[config.mk]
export PLATFORM = sky130hd
export DESIGN_NAME = seg_reloc_unit
export DESIGN_NICKNAME = d
export VERILOG_FILES = /design/src/rtl/sru_pkg.sv /design/src/rtl/sru_segfile.sv /design/src/rtl/sru_seg_select.sv /design/src/rtl/sru_addr_gen.sv /design/src/rtl/seg_reloc_unit.sv
export SDC_FILE = /design/constraint.sdc
export NUM_CORES = 1
export LEC_CHECK = 0
export ABC_AREA = 1
export BUFFER_PORTS_ARGS = -buffer_cell sky130_fd_sc_hd__buf_4
export CORE_ASPECT_RATIO = 0.5
export CORE_MARGIN = 5
export CORE_UTILIZATION = 57
export DETAILED_ROUTE_END_ITERATION = 8
export GPL_TIMING_DRIVEN = 0
export PLACE_DENSITY_LB_ADDON = 0.12
export SLEW_MARGIN = 20
export SYNTH_ARGS = -nofsm -noshare
export SYNTH_HDL_FRONTEND = slang
export SYNTH_SLANG_ARGS = --single-unit
[constraint.sdc]
create_clock -name clk -period 3.55 [get_ports clk]
set_clock_uncertainty 0.2 [all_clocks]
set_input_delay 0.1775 -clock clk [delete_from_list [all_inputs] [get_ports clk]]
set_output_delay 0.1775 -clock clk [all_outputs]
set_load 0.005 [all_outputs]
[src/rtl/sru_pkg.sv]
package sru_pkg;
   localparam int NUM_SEGS = 4;
   localparam int SEG_SEL_W = $clog2(NUM_SEGS);

   typedef enum logic [SEG_SEL_W-1:0] {
      SEG_CODE  = 2'd0,
      SEG_STACK = 2'd1,
      SEG_DATA  = 2'd2,
      SEG_EXTRA = 2'd3
   } seg_id_e;

   typedef enum logic [2:0] {
      REF_FETCH   = 3'd0,
      REF_STACK   = 3'd1,
      REF_VAR     = 3'd2,
      REF_STR_SRC = 3'd3,
      REF_STR_DST = 3'd4,
      REF_BP_BASE = 3'd5,
      REF_RSV6    = 3'd6,
      REF_RSV7    = 3'd7
   } ref_kind_e;
endpackage

[src/rtl/sru_segfile.sv]
module sru_segfile
   import sru_pkg::*;
#(
   parameter int SEG_W = 16
) (
   input  logic                 clk,
   input  logic                 rst_n,
   input  logic                 wr_en,
   input  logic [SEG_SEL_W-1:0] wr_sel,
   input  logic [SEG_W-1:0]     wr_data,
   input  logic [SEG_SEL_W-1:0] rd_sel,
   output logic [SEG_W-1:0]     rd_data
);
   logic [SEG_W-1:0] seg_q [NUM_SEGS];

   generate
      if (SEG_W < 1) begin : g_bad_width
         $error("sru_segfile: SEG_W must be positive");
      end
      for (genvar i = 0; i < NUM_SEGS; i++) begin : g_seg
         always_ff @(posedge clk) begin
            if (!rst_n) begin
               seg_q[i] <= '0;
            end else if (wr_en && (wr_sel == SEG_SEL_W'(i))) begin
               seg_q[i] <= wr_data;
            end
         end

         assert_seg_write_R8: assert property (@(posedge clk) disable iff (!rst_n)
            (wr_en && wr_sel == SEG_SEL_W'(i)) |=> (seg_q[i] == $past(wr_data)))
            else $error("segment %0d did not take written value", i);

         assert_seg_hold_R8: assert property (@(posedge clk) disable iff (!rst_n)
            !(wr_en && wr_sel == SEG_SEL_W'(i)) |=> $stable(seg_q[i]))
            else $error("segment %0d changed without a write", i);
      end
   endgenerate

   assign rd_data = seg_q[rd_sel];
endmodule

[src/rtl/sru_seg_select.sv]
module sru_seg_select
   import sru_pkg::*;
(
   input  logic [2:0]           kind,
   input  logic                 ovr_en,
   input  logic [SEG_SEL_W-1:0] ovr_seg,
   output logic [SEG_SEL_W-1:0] seg,
   output logic                 refused
);
   seg_id_e dflt;
   logic    can_ovr;

   always_comb begin
      unique case (ref_kind_e'(kind))
         REF_FETCH:   begin dflt = SEG_CODE;  can_ovr = 1'b0; end
         REF_STACK:   begin dflt = SEG_STACK; can_ovr = 1'b0; end
         REF_VAR:     begin dflt = SEG_DATA;  can_ovr = 1'b1; end
         REF_STR_SRC: begin dflt = SEG_DATA;  can_ovr = 1'b1; end
         REF_STR_DST: begin dflt = SEG_EXTRA; can_ovr = 1'b0; end
         REF_BP_BASE: begin dflt = SEG_STACK; can_ovr = 1'b1; end
         default:     begin dflt = SEG_DATA;  can_ovr = 1'b0; end
      endcase
   end

   always_comb begin
      seg     = (ovr_en && can_ovr) ? ovr_seg : dflt;
      refused = ovr_en && !can_ovr;
   end
endmodule

[src/rtl/sru_addr_gen.sv]
module sru_addr_gen #(
   parameter int SEG_W     = 16,
   parameter int OFF_W     = 16,
   parameter int SHIFT     = 4,
   parameter bit SPLIT_ADD = 1'b1
) (
   input  logic [SEG_W-1:0]       base_seg,
   input  logic [OFF_W-1:0]       off,
   output logic [SEG_W+SHIFT-1:0] addr
);
   localparam int ADDR_W = SEG_W + SHIFT;
   localparam int OFF_HI = OFF_W - SHIFT;

   generate
      if (SHIFT < 1 || OFF_W <= SHIFT) begin : g_bad_shift
         $error("sru_addr_gen: need 0 < SHIFT < OFF_W");
      end
      if (OFF_HI > SEG_W) begin : g_bad_off
         $error("sru_addr_gen: offset upper part wider than segment");
      end

      if (SPLIT_ADD) begin : g_split
         logic [SEG_W-1:0] hi_sum;
         always_comb begin
            hi_sum = base_seg + SEG_W'(off[OFF_W-1:SHIFT]);
            addr   = {hi_sum, off[SHIFT-1:0]};
         end
      end else begin : g_full
         always_comb begin
            addr = {base_seg, {SHIFT{1'b0}}} + ADDR_W'(off);
         end
      end
   endgenerate
endmodule

[src/rtl/seg_reloc_unit.sv]
module seg_reloc_unit
   import sru_pkg::*;
#(
   parameter int SEG_W     = 16,
   parameter int OFF_W     = 16,
   parameter int SHIFT     = 4,
   parameter bit SPLIT_ADD = 1'b1
) (
   input  logic                   clk,
   input  logic                   rst_n,
   input  logic                   seg_wr_en,
   input  logic [1:0]             seg_wr_sel,
   input  logic [SEG_W-1:0]       seg_wr_data,
   input  logic                   req_valid,
   input  logic [2:0]             req_kind,
   input  logic [OFF_W-1:0]       req_off,
   input  logic                   req_ovr_en,
   input  logic [1:0]             req_ovr_seg,
   output logic                   phys_valid,
   output logic [SEG_W+SHIFT-1:0] phys_addr,
   output logic [1:0]             phys_seg,
   output logic                   ovr_err
);
   localparam int ADDR_W = SEG_W + SHIFT;

   generate
      if (SEG_SEL_W != 2) begin : g_bad_sel
         $error("seg_reloc_unit: segment select must be two bits");
      end
   endgenerate

   logic [SEG_SEL_W-1:0] sel_seg;
   logic                 sel_refused;
   logic [SEG_W-1:0]     sel_base;
   logic [ADDR_W-1:0]    sum_addr;

   sru_seg_select u_sel (
      .kind    (req_kind),
      .ovr_en  (req_ovr_en),
      .ovr_seg (req_ovr_seg),
      .seg     (sel_seg),
      .refused (sel_refused)
   );

   sru_segfile #(.SEG_W(SEG_W)) u_segs (
      .clk     (clk),
      .rst_n   (rst_n),
      .wr_en   (seg_wr_en),
      .wr_sel  (seg_wr_sel),
      .wr_data (seg_wr_data),
      .rd_sel  (sel_seg),
      .rd_data (sel_base)
   );

   sru_addr_gen #(
      .SEG_W     (SEG_W),
      .OFF_W     (OFF_W),
      .SHIFT     (SHIFT),
      .SPLIT_ADD (SPLIT_ADD)
   ) u_add (
      .base_seg (sel_base),
      .off      (req_off),
      .addr     (sum_addr)
   );

   always_ff @(posedge clk) begin
      if (!rst_n) begin
         phys_valid <= 1'b0;
         ovr_err    <= 1'b0;
         phys_addr  <= '0;
         phys_seg   <= '0;
      end else begin
         phys_valid <= req_valid;
         ovr_err    <= req_valid && sel_refused;
         if (req_valid) begin
            phys_addr <= sum_addr;
            phys_seg  <= sel_seg;
         end
      end
   end

   assert_pinned_kind_R3: assert property (@(posedge clk) disable iff (!rst_n)
      (req_valid && req_kind == REF_FETCH) |=> (phys_seg == SEG_CODE))
      else $error("fetch did not use code segment");

   assert_str_dst_extra_R3: assert property (@(posedge clk) disable iff (!rst_n)
      (req_valid && req_kind == REF_STR_DST) |=> (phys_seg == SEG_EXTRA))
      else $error("string destination did not use extra segment");

   assert_override_taken_R4: assert property (@(posedge clk) disable iff (!rst_n)
      (req_valid && req_ovr_en &&
       (req_kind == REF_VAR || req_kind == REF_STR_SRC || req_kind == REF_BP_BASE))
      |=> (phys_seg == $past(req_ovr_seg) && !ovr_err))
      else $error("legal override not honoured");

   assert_err_with_result_R6: assert property (@(posedge clk) disable iff (!rst_n)
      ovr_err |-> (phys_valid && $past(req_ovr_en)))
      else $error("override error without a refused request");

   assert_addr_low_bits_R2: assert property (@(posedge clk) disable iff (!rst_n)
      req_valid |=> (phys_addr[SHIFT-1:0] == $past(req_off[SHIFT-1:0])))
      else $error("low address bits differ from offset");

   assert_idle_hold_R7: assert property (@(posedge clk) disable iff (!rst_n)
      !req_valid |=> ($stable(phys_addr) && $stable(phys_seg) && !phys_valid))
      else $error("outputs moved without a request");
endmodule

==> summary.txt, run 1 <==
Final layout
  • Number of diodes: 0
  • Fillcell total: 562
  • Layout cells sized above 1: 0.184
  • Final net count: between 600 and 700
  • Syn-to-layout area delta: 27.3%

Run status
  • Outcome: completed

Yosys
  • Post-synth EDFFs: 64
  • Syn Inst Count: 497
  • Synth cell types: 31
  • Prevailing post-synth register cell: edfxtp_1
  • Ys async rst share: 0
  • Register bit total from synthesis: 88
  • Yosys warns: 0
  • Syn avg cell area: 8.82 um2
  • Sequential-to-total area share from yosys stat: 0.548
  • Cell Area, Synth: 4380 um2
  • Mapped Nets: 555

Route
  • Number of iterations in the first detailed-routing pass: 6
  • Routed length per instance: 15.1 um
  • Routed WL: between 10000 and 15000 um
  • 1st-iter DRT viols: 391
  • Routed Antenna Nets: 0
  • Post-route DRC: 0
  • DR vias: 3646
  • Via density: roughly 5.2

Power and ir drop
  • Peak supply drop: 0.298 mV
  • Clk network pwr share: 0.371
  • Pwr Total: 0.00288 W
  • Combinational Power Share: 0.203
  • Int Power: 0.00213 W
  • Sw Share: 0.261
  • P_sw: 0.000752 W
  • Sequential power share: 0.425
  • P_leak: 2.58 nW
  • Pwr Density: 516 nW/um2

Global routing
  • Met1 GRT Util: 0.304
  • Initial antenna violation count: 0
  • Total GRT Usage: 0.225
  • Vias in the first global route: 3417
  • Met3 global-route usage: 0.0672
  • Pin count of the biggest net entering global routing: 17
  • Global-route wire length before repair: 16700 um
  • Busiest grt layer: met2
  • Total gr overflow: 0
  • GRT met2 Usage: 0.363

Setup path
  • Required @ worst endpoint: 3.58 ns
  • CP Launch Point: req_ovr_en
  • RR Startpoint: u_segs.seg_q[2][2]$_SDFFCE_PN0P_
  • Startpoint class of the critical path: primary input
  • Crit Path Max Fanout: 10
  • Crit end category: flop
  • Worst path arrival time: around 3.4 ns
  • Critical path class: primary input to flop

Timing
  • Worst slew pin tran: 0.797 ns
  • Endpoints failing setup: 0
  • Final setup TNS: 0 ns
  • Slew HR: 0.468
  • Fin crit share: 0.936
  • Max Clk Rate: 301 MHz
  • Tmin final: 3.32 ns
  • Post-route setup slack: 0.226 ns
  • Final Hold Vio Count: 0
  • Final-report max-slew violation count: 0

Place
  • Post-DP HPWL: 7140 um
  • Dpl ws: 0.0725 ns
  • GPL Wtd Cong: ~0.92
  • PortBufs: between 60 and 70

Clocking
  • Worst skew pair latency: 0.34 ns
  • Cts bufs inserted: 9
  • Post-CTS Setup Inserts: 0
  • Clk buf depth: 2
  • Root buffer cell: clkbuf_16
  • Clock Sinks: 88
  • H-tree depth: 3
  • Reg clk slew, reported paths: 0.06 ns
  • CTS tree: yes

Die
  • Initial Utilization: 0.592
  • Die X: 134 um
  • Full die area: 9650 um2
  • Ports: 68
  • Core box area: ~7400 um2
  • Num rows: 22
  • Die span in y: just over 70 um

Hold path
  • Worst Hold Class: primary input to flop
  • HP Start: seg_wr_data[3]

Flow run
  • Max-cap violations: 0
## power groups by stage
| stage | clock network [W] | registers [W] | logic [W] |
|---|---|---|---|
| 5_1_grt | 0.00113 | 0.00123 | 0.000656 |
| 4_1_cts | 0.00108 | 0.00122 | 0.000573 |
| 3_3_place_gp | 0 | 0.00124 | 0.000543 |
| 2_1_floorplan | 0 | 0.00124 | 0.000352 |
| 3_5_place_dp | 0 | 0.00124 | 0.000551 |
| 6_report | 0.00107 | 0.00122 | 0.000585 |
## worst max-delay path, stage by stage
cell	delay, ns
dlygate4sd3_1	0.54
buf_4	0.16
nand3_2	0.08
nand2_1	0.08
nand2_2	0.13
buf_6	0.16
buf_2	0.28
nor2_1	0.07
o22ai_1	0.26
ha_1	0.25
inv_1	0.05
o21ai_1	0.27
a21boi_1	0.15
o21ai_1	0.25
a21oi_1	0.12
xor2_1	0.16
o21ai_1	0.12
inv_1	0.04
## worst paths after layout
kind / end / slack (ns) / cells past startpoint
worst min-delay path: u_segs.seg_q[3][3]$_SDFFCE_PN0P_ / 0.02 / 3
worst min register to register: phys_seg[0]$_SDFFE_PN0P_ / 0.28 / 2
worst max register to register: phys_addr[13]$_SDFFE_PN0P_ / 1.04 / 11
worst max-delay path: phys_addr[13]$_SDFFE_PN0P_ / 0.23 / 18
## stage by stage
step,instances,utilization,area (um2),hold slack (ns)
floorplan,497,-,4380,0.101
global placement,658,0.674,4990,0.203
detailed placement,658,0.674,4990,0.209
CTS,696,0.749,5550,0.00134
global route,695,0.753,5580,0.0350
finish,695,0.753,5580,0.0198
## flip-flops by register name (all words and copies together), names as in the netlist
name,cells
phys_addr,20
phys_valid,1
u_segs.seg_q,64
phys_seg,2
ovr_err,1
## synthesized netlist by cell type, drive strengths merged, types with 4 or more instances
library cell / number / area (um2)
clkbuf: 13 / 48.8
ha: 13 / 163
nand2: 68 / 293
nor2: 120 / 450
buf: 6 / 42.5
o22ai: 12 / 75.1
inv: 59 / 224
nand4: 8 / 50.1
edfxtp: 64 / 1920
xor2: 6 / 52.6
xnor2: 4 / 35.0
o21ai: 52 / 260
dfxtp: 24 / 480
a21oi: 12 / 63.8
nand3: 27 / 150
## what timing repair did
action | in CTS | in global routing
endpoints found under the setup margin | 0 | 10
hold buffers | 22 | 0
endpoints found under the hold margin | 58 | 0
resized for setup | 0 | 15
## layout make-up
cell class	count	area [um2]	share of cell area
Tap cell	96	120	0.0215
Sequential cell	88	2400	0.431
Clock inverter	5	104	0.0186
Clock buffer	11	233	0.0417
Inverter	60	228	0.0408
Timing Repair Buffer	87	708	0.127
Multi-Input combinational cell	330	1690	0.303
Buffer	18	91.3	0.0164
## cells in the final DEF, fill, tap and decap left out, drive strengths merged
master	count
o21ai	52
ha	13
fa	1
o211ai	2
inv	60
nand3	27
dfxtp	24
clkbuf	22
nand2	68
a21oi	12
a21boi	2
nor2	120
a31oi	1
edfxtp	64
nor3	1
o22ai	12
nand3b	1
dlygate4sd3	22
bufinv	3
xnor2	4
nand4	8
xor2	6
clkinv	2
buf	72
## cells by family after synthesis
kind of cell | synth area share
xor+xnor | 0.0200
flops | 0.548
fa+ha+maj | 0.0417
simple gates | 0.218
compound gates | 0.0993
buf+inv | 0.0728
## per-layer routing
layer,vias up,share of wire
li1,1847,-
met1,1626,0.46
met2,165,0.45
met3,8,0.085
met4,0,0.0069
met5,-,0
Note: power is estimated with default switching activity, not from simulation.
==> run 2, diff against run 1 <==
==> constraint.sdc (replaced) <==
create_clock -name clk -period 3.45 [get_ports clk]
set_clock_uncertainty 0.2 [all_clocks]
set_input_delay 0.1725 -clock clk [delete_from_list [all_inputs] [get_ports clk]]
set_output_delay 0.1725 -clock clk [all_outputs]
set_load 0.005 [all_outputs]
==> run 2 against run 1 <==
Compared with the run above: register-to-register slack got worse by 0.08 ns; utilization down 0.37 points; die area unchanged; non-clock buffer count unchanged; via count shrank 0.60%; first-iteration DRC count decreased by 9.7%; global-route usage grew 0.092 points; sequential share of layout area grew 0.21 points; setup slack improved by 0.14 ns; clock power hardly changed; hold slack better by 0.0093 ns; critical path type unchanged.
==> summary.txt, run 2 (synthesis gave the netlist of run 1 again) <==
Timing
  • Fin crit share: 0.894
  • Slew HR: 0.475
  • Endpoints failing setup: 0
  • Worst slew pin tran: between 0.7 and 0.8 ns
  • RSZ-0062 raised after global routing: no
  • Hold_ws: 0.0292 ns
  • Tmin final: 3.09 ns
  • Post-route setup slack: 0.364 ns
  • Final-report max-slew violation count: 0
  • Final Hold Vio Count: 0
  • Max Clk Rate: about 320 MHz

Global routing
  • Global-route wire length before repair: between 15000 and 20000 um
  • Pin count of the biggest net entering global routing: 17
  • Vias in the first global route: 3430
  • Total gr overflow: 0
  • Total GRT Usage: 0.226
  • Initial antenna violation count: 0

Place
  • Dpl ws: -0.0225 ns
  • DP Area: around 5000 um2
  • PortBufs: 65
  • Post-DP HPWL: 7140 um
  • GPL Wtd Cong: 0.919

Setup path
  • Startpoint class of the critical path: primary input
  • Worst path arrival time: 3.12 ns
  • Critical path class: primary input to flop
  • RR Startpoint: u_segs.seg_q[0][10]$_SDFFCE_PN0P_
  • FF-to-FF path depth: 14
  • CP Launch Point: req_kind[1]
  • Crit Path Max Fanout: 19
  • R2R Path End: phys_addr[19]$_SDFFE_PN0P_
  • Crit end category: flop
  • Required @ worst endpoint: approximately 3.5 ns
  • Reg2reg setup slack: 0.96 ns
  • Setup crit end: phys_addr[18]$_SDFFE_PN0P_

Flow run
  • Max-cap violations: 0

Die
  • Ports: 68
  • Core box area: 7400 um2
  • Num rows: 22
  • Die X: 134 um
  • Full die area: about 9600 um2
  • Die span in y: 72.0 um
  • Initial Utilization: 0.592

Final layout
  • Design area: 5550 um2
  • Commonest non-fill, non-tap cells in the layout: 120 x nor2_1, 65 x buf_4, 64 x edfxtp_1
  • Final net count: 652
  • Layout cells sized above 1: 0.172
  • Reg area: 2400 um2
  • Largest Register: u_segs.seg_q
  • Final Core Density: 0.750
  • Syn-to-layout area delta: 26.7%
  • Top Registers: u_segs.seg_q: 64 flops, phys_addr: 20 flops, phys_seg: 2 flops
  • Fillcell total: 564
  • Number of diodes: 0
  • Multi-input gate area: about 1700 um2
  • Most common cell after layout, fill and taps aside: nor2_1
  • Max reg flops: 64

Power and ir drop
  • Combinational Power Share: 0.200
  • Peak supply drop: 0.306 mV
  • Sw Share: 0.261
  • Int Power: about 0.0022 W
  • P_sw: between 0.0007 and 0.0008 W
  • P_leak: 2.56 nW
  • Clk network pwr share: 0.374
  • Sequential power share: 0.426
  • Pwr Density: 532 nW/um2
  • Pwr Total: 0.00295 W

Route
  • Via density: 5.21
  • Routed length per instance: 15.0 um
  • Routed WL: about 10000 um
  • Routed Antenna Nets: 0
  • Number of iterations in the first detailed-routing pass: 6
  • 1st-iter DRT viols: 353
  • DR vias: 3624
  • Post-route DRC: 0

Clocking
  • CTS tree: yes
  • H-tree depth: 3
  • Worst skew pair latency: 0.34 ns
  • Cts bufs inserted: 9
  • Clock Sinks: 88
  • Post-CTS Setup Inserts: 0
  • Root buffer cell: clkbuf_16
  • Clk buf depth: 2
  • Reg clk slew, reported paths: 0.06 ns

Run status
  • Outcome: completed

Hold path
  • Worst Hold Class: primary input to flop
[run 2: what timing repair did]
action                     CTS  global route
setup endpoints to repair    0             3
hold buffers                23             0
resized for setup            0             2
hold endpoints to repair    60             0
[run 2: through the flow]
stage	cells	setup TNS, ns
3_5_place_dp	658	-0.0615
2_1_floorplan	497	0
4_1_cts	697	0
3_3_place_gp	658	0
5_1_grt	695	0
6_report	695	0
[run 2: worst min path at each step]
| stage | start | end | slack [ns] | cells after the start |
|---|---|---|---|---|
| 6_report | seg_wr_data[14] | u_segs.seg_q[0][14]$_SDFFCE_PN0P_ | 0.03 | 3 |
| 5_1_grt | seg_wr_data[14] | u_segs.seg_q[3][14]$_SDFFCE_PN0P_ | 0.03 | 3 |
| 4_1_cts | seg_wr_data[14] | u_segs.seg_q[0][14]$_SDFFCE_PN0P_ | 0.008 | 3 |
| 3_5_place_dp | req_off[1] | phys_addr[1]$_SDFFE_PN0P_ | 0.20 | 3 |
| 2_1_floorplan | req_ovr_en | ovr_err$_SDFF_PN0_ | 0.1 | 2 |
| 3_3_place_gp | req_off[2] | phys_addr[2]$_SDFFE_PN0P_ | 0.20 | 3 |
[run 2: power groups by stage]
stage / clock network (W) / logic [W] / registers, W
finish: 0.00110 / 0.000590 / 0.00126
global route: 0.00116 / 0.000667 / 0.00127
CTS: 0.00111 / 0.000590 / 0.00126
detailed placement: 0 / 0.000567 / 0.00128
global placement: 0 / 0.000559 / 0.00128
floorplan: 0 / 0.000362 / 0.00128
[run 2: cell type report]
cell class,instances,area share
Inverter,60,0.0410
Clock buffer,11,0.0419
Tap cell,96,0.0216
Sequential cell,88,0.433
Timing Repair Buffer,88,0.129
Multi-Input combinational cell,330,0.299
Clock inverter,5,0.0187
Buffer,17,0.0153
[run 2: worst max-delay path, stage by stage]
cell and delay, ns:
buf_4 0.11, inv_2 0.08, nand2_2 0.06, nand2_2 0.11
nand4_1 0.16, nand2_2 0.16, buf_6 0.19, buf_2 0.26
o21ai_0 0.11, o22ai_1 0.40, ha_1 0.25, nand2_1 0.10
nor2_1 0.15, nand3_1 0.12, nand3_1 0.12, nand3_1 0.07
nand2_1 0.10, nand3_1 0.10, nand2_1 0.07, nand2_1 0.05
o21ai_1 0.11, inv_1 0.05
[run 2: routing by layer]
layer  part of all wire  track usage  vias to the layer above
met2               0.44        0.366                      155
met1               0.46        0.304                     1615
li1                   -            -                     1843
met4             0.0088       0.0576                        0
met5                  0            0                        -
met3              0.090       0.0672                       11
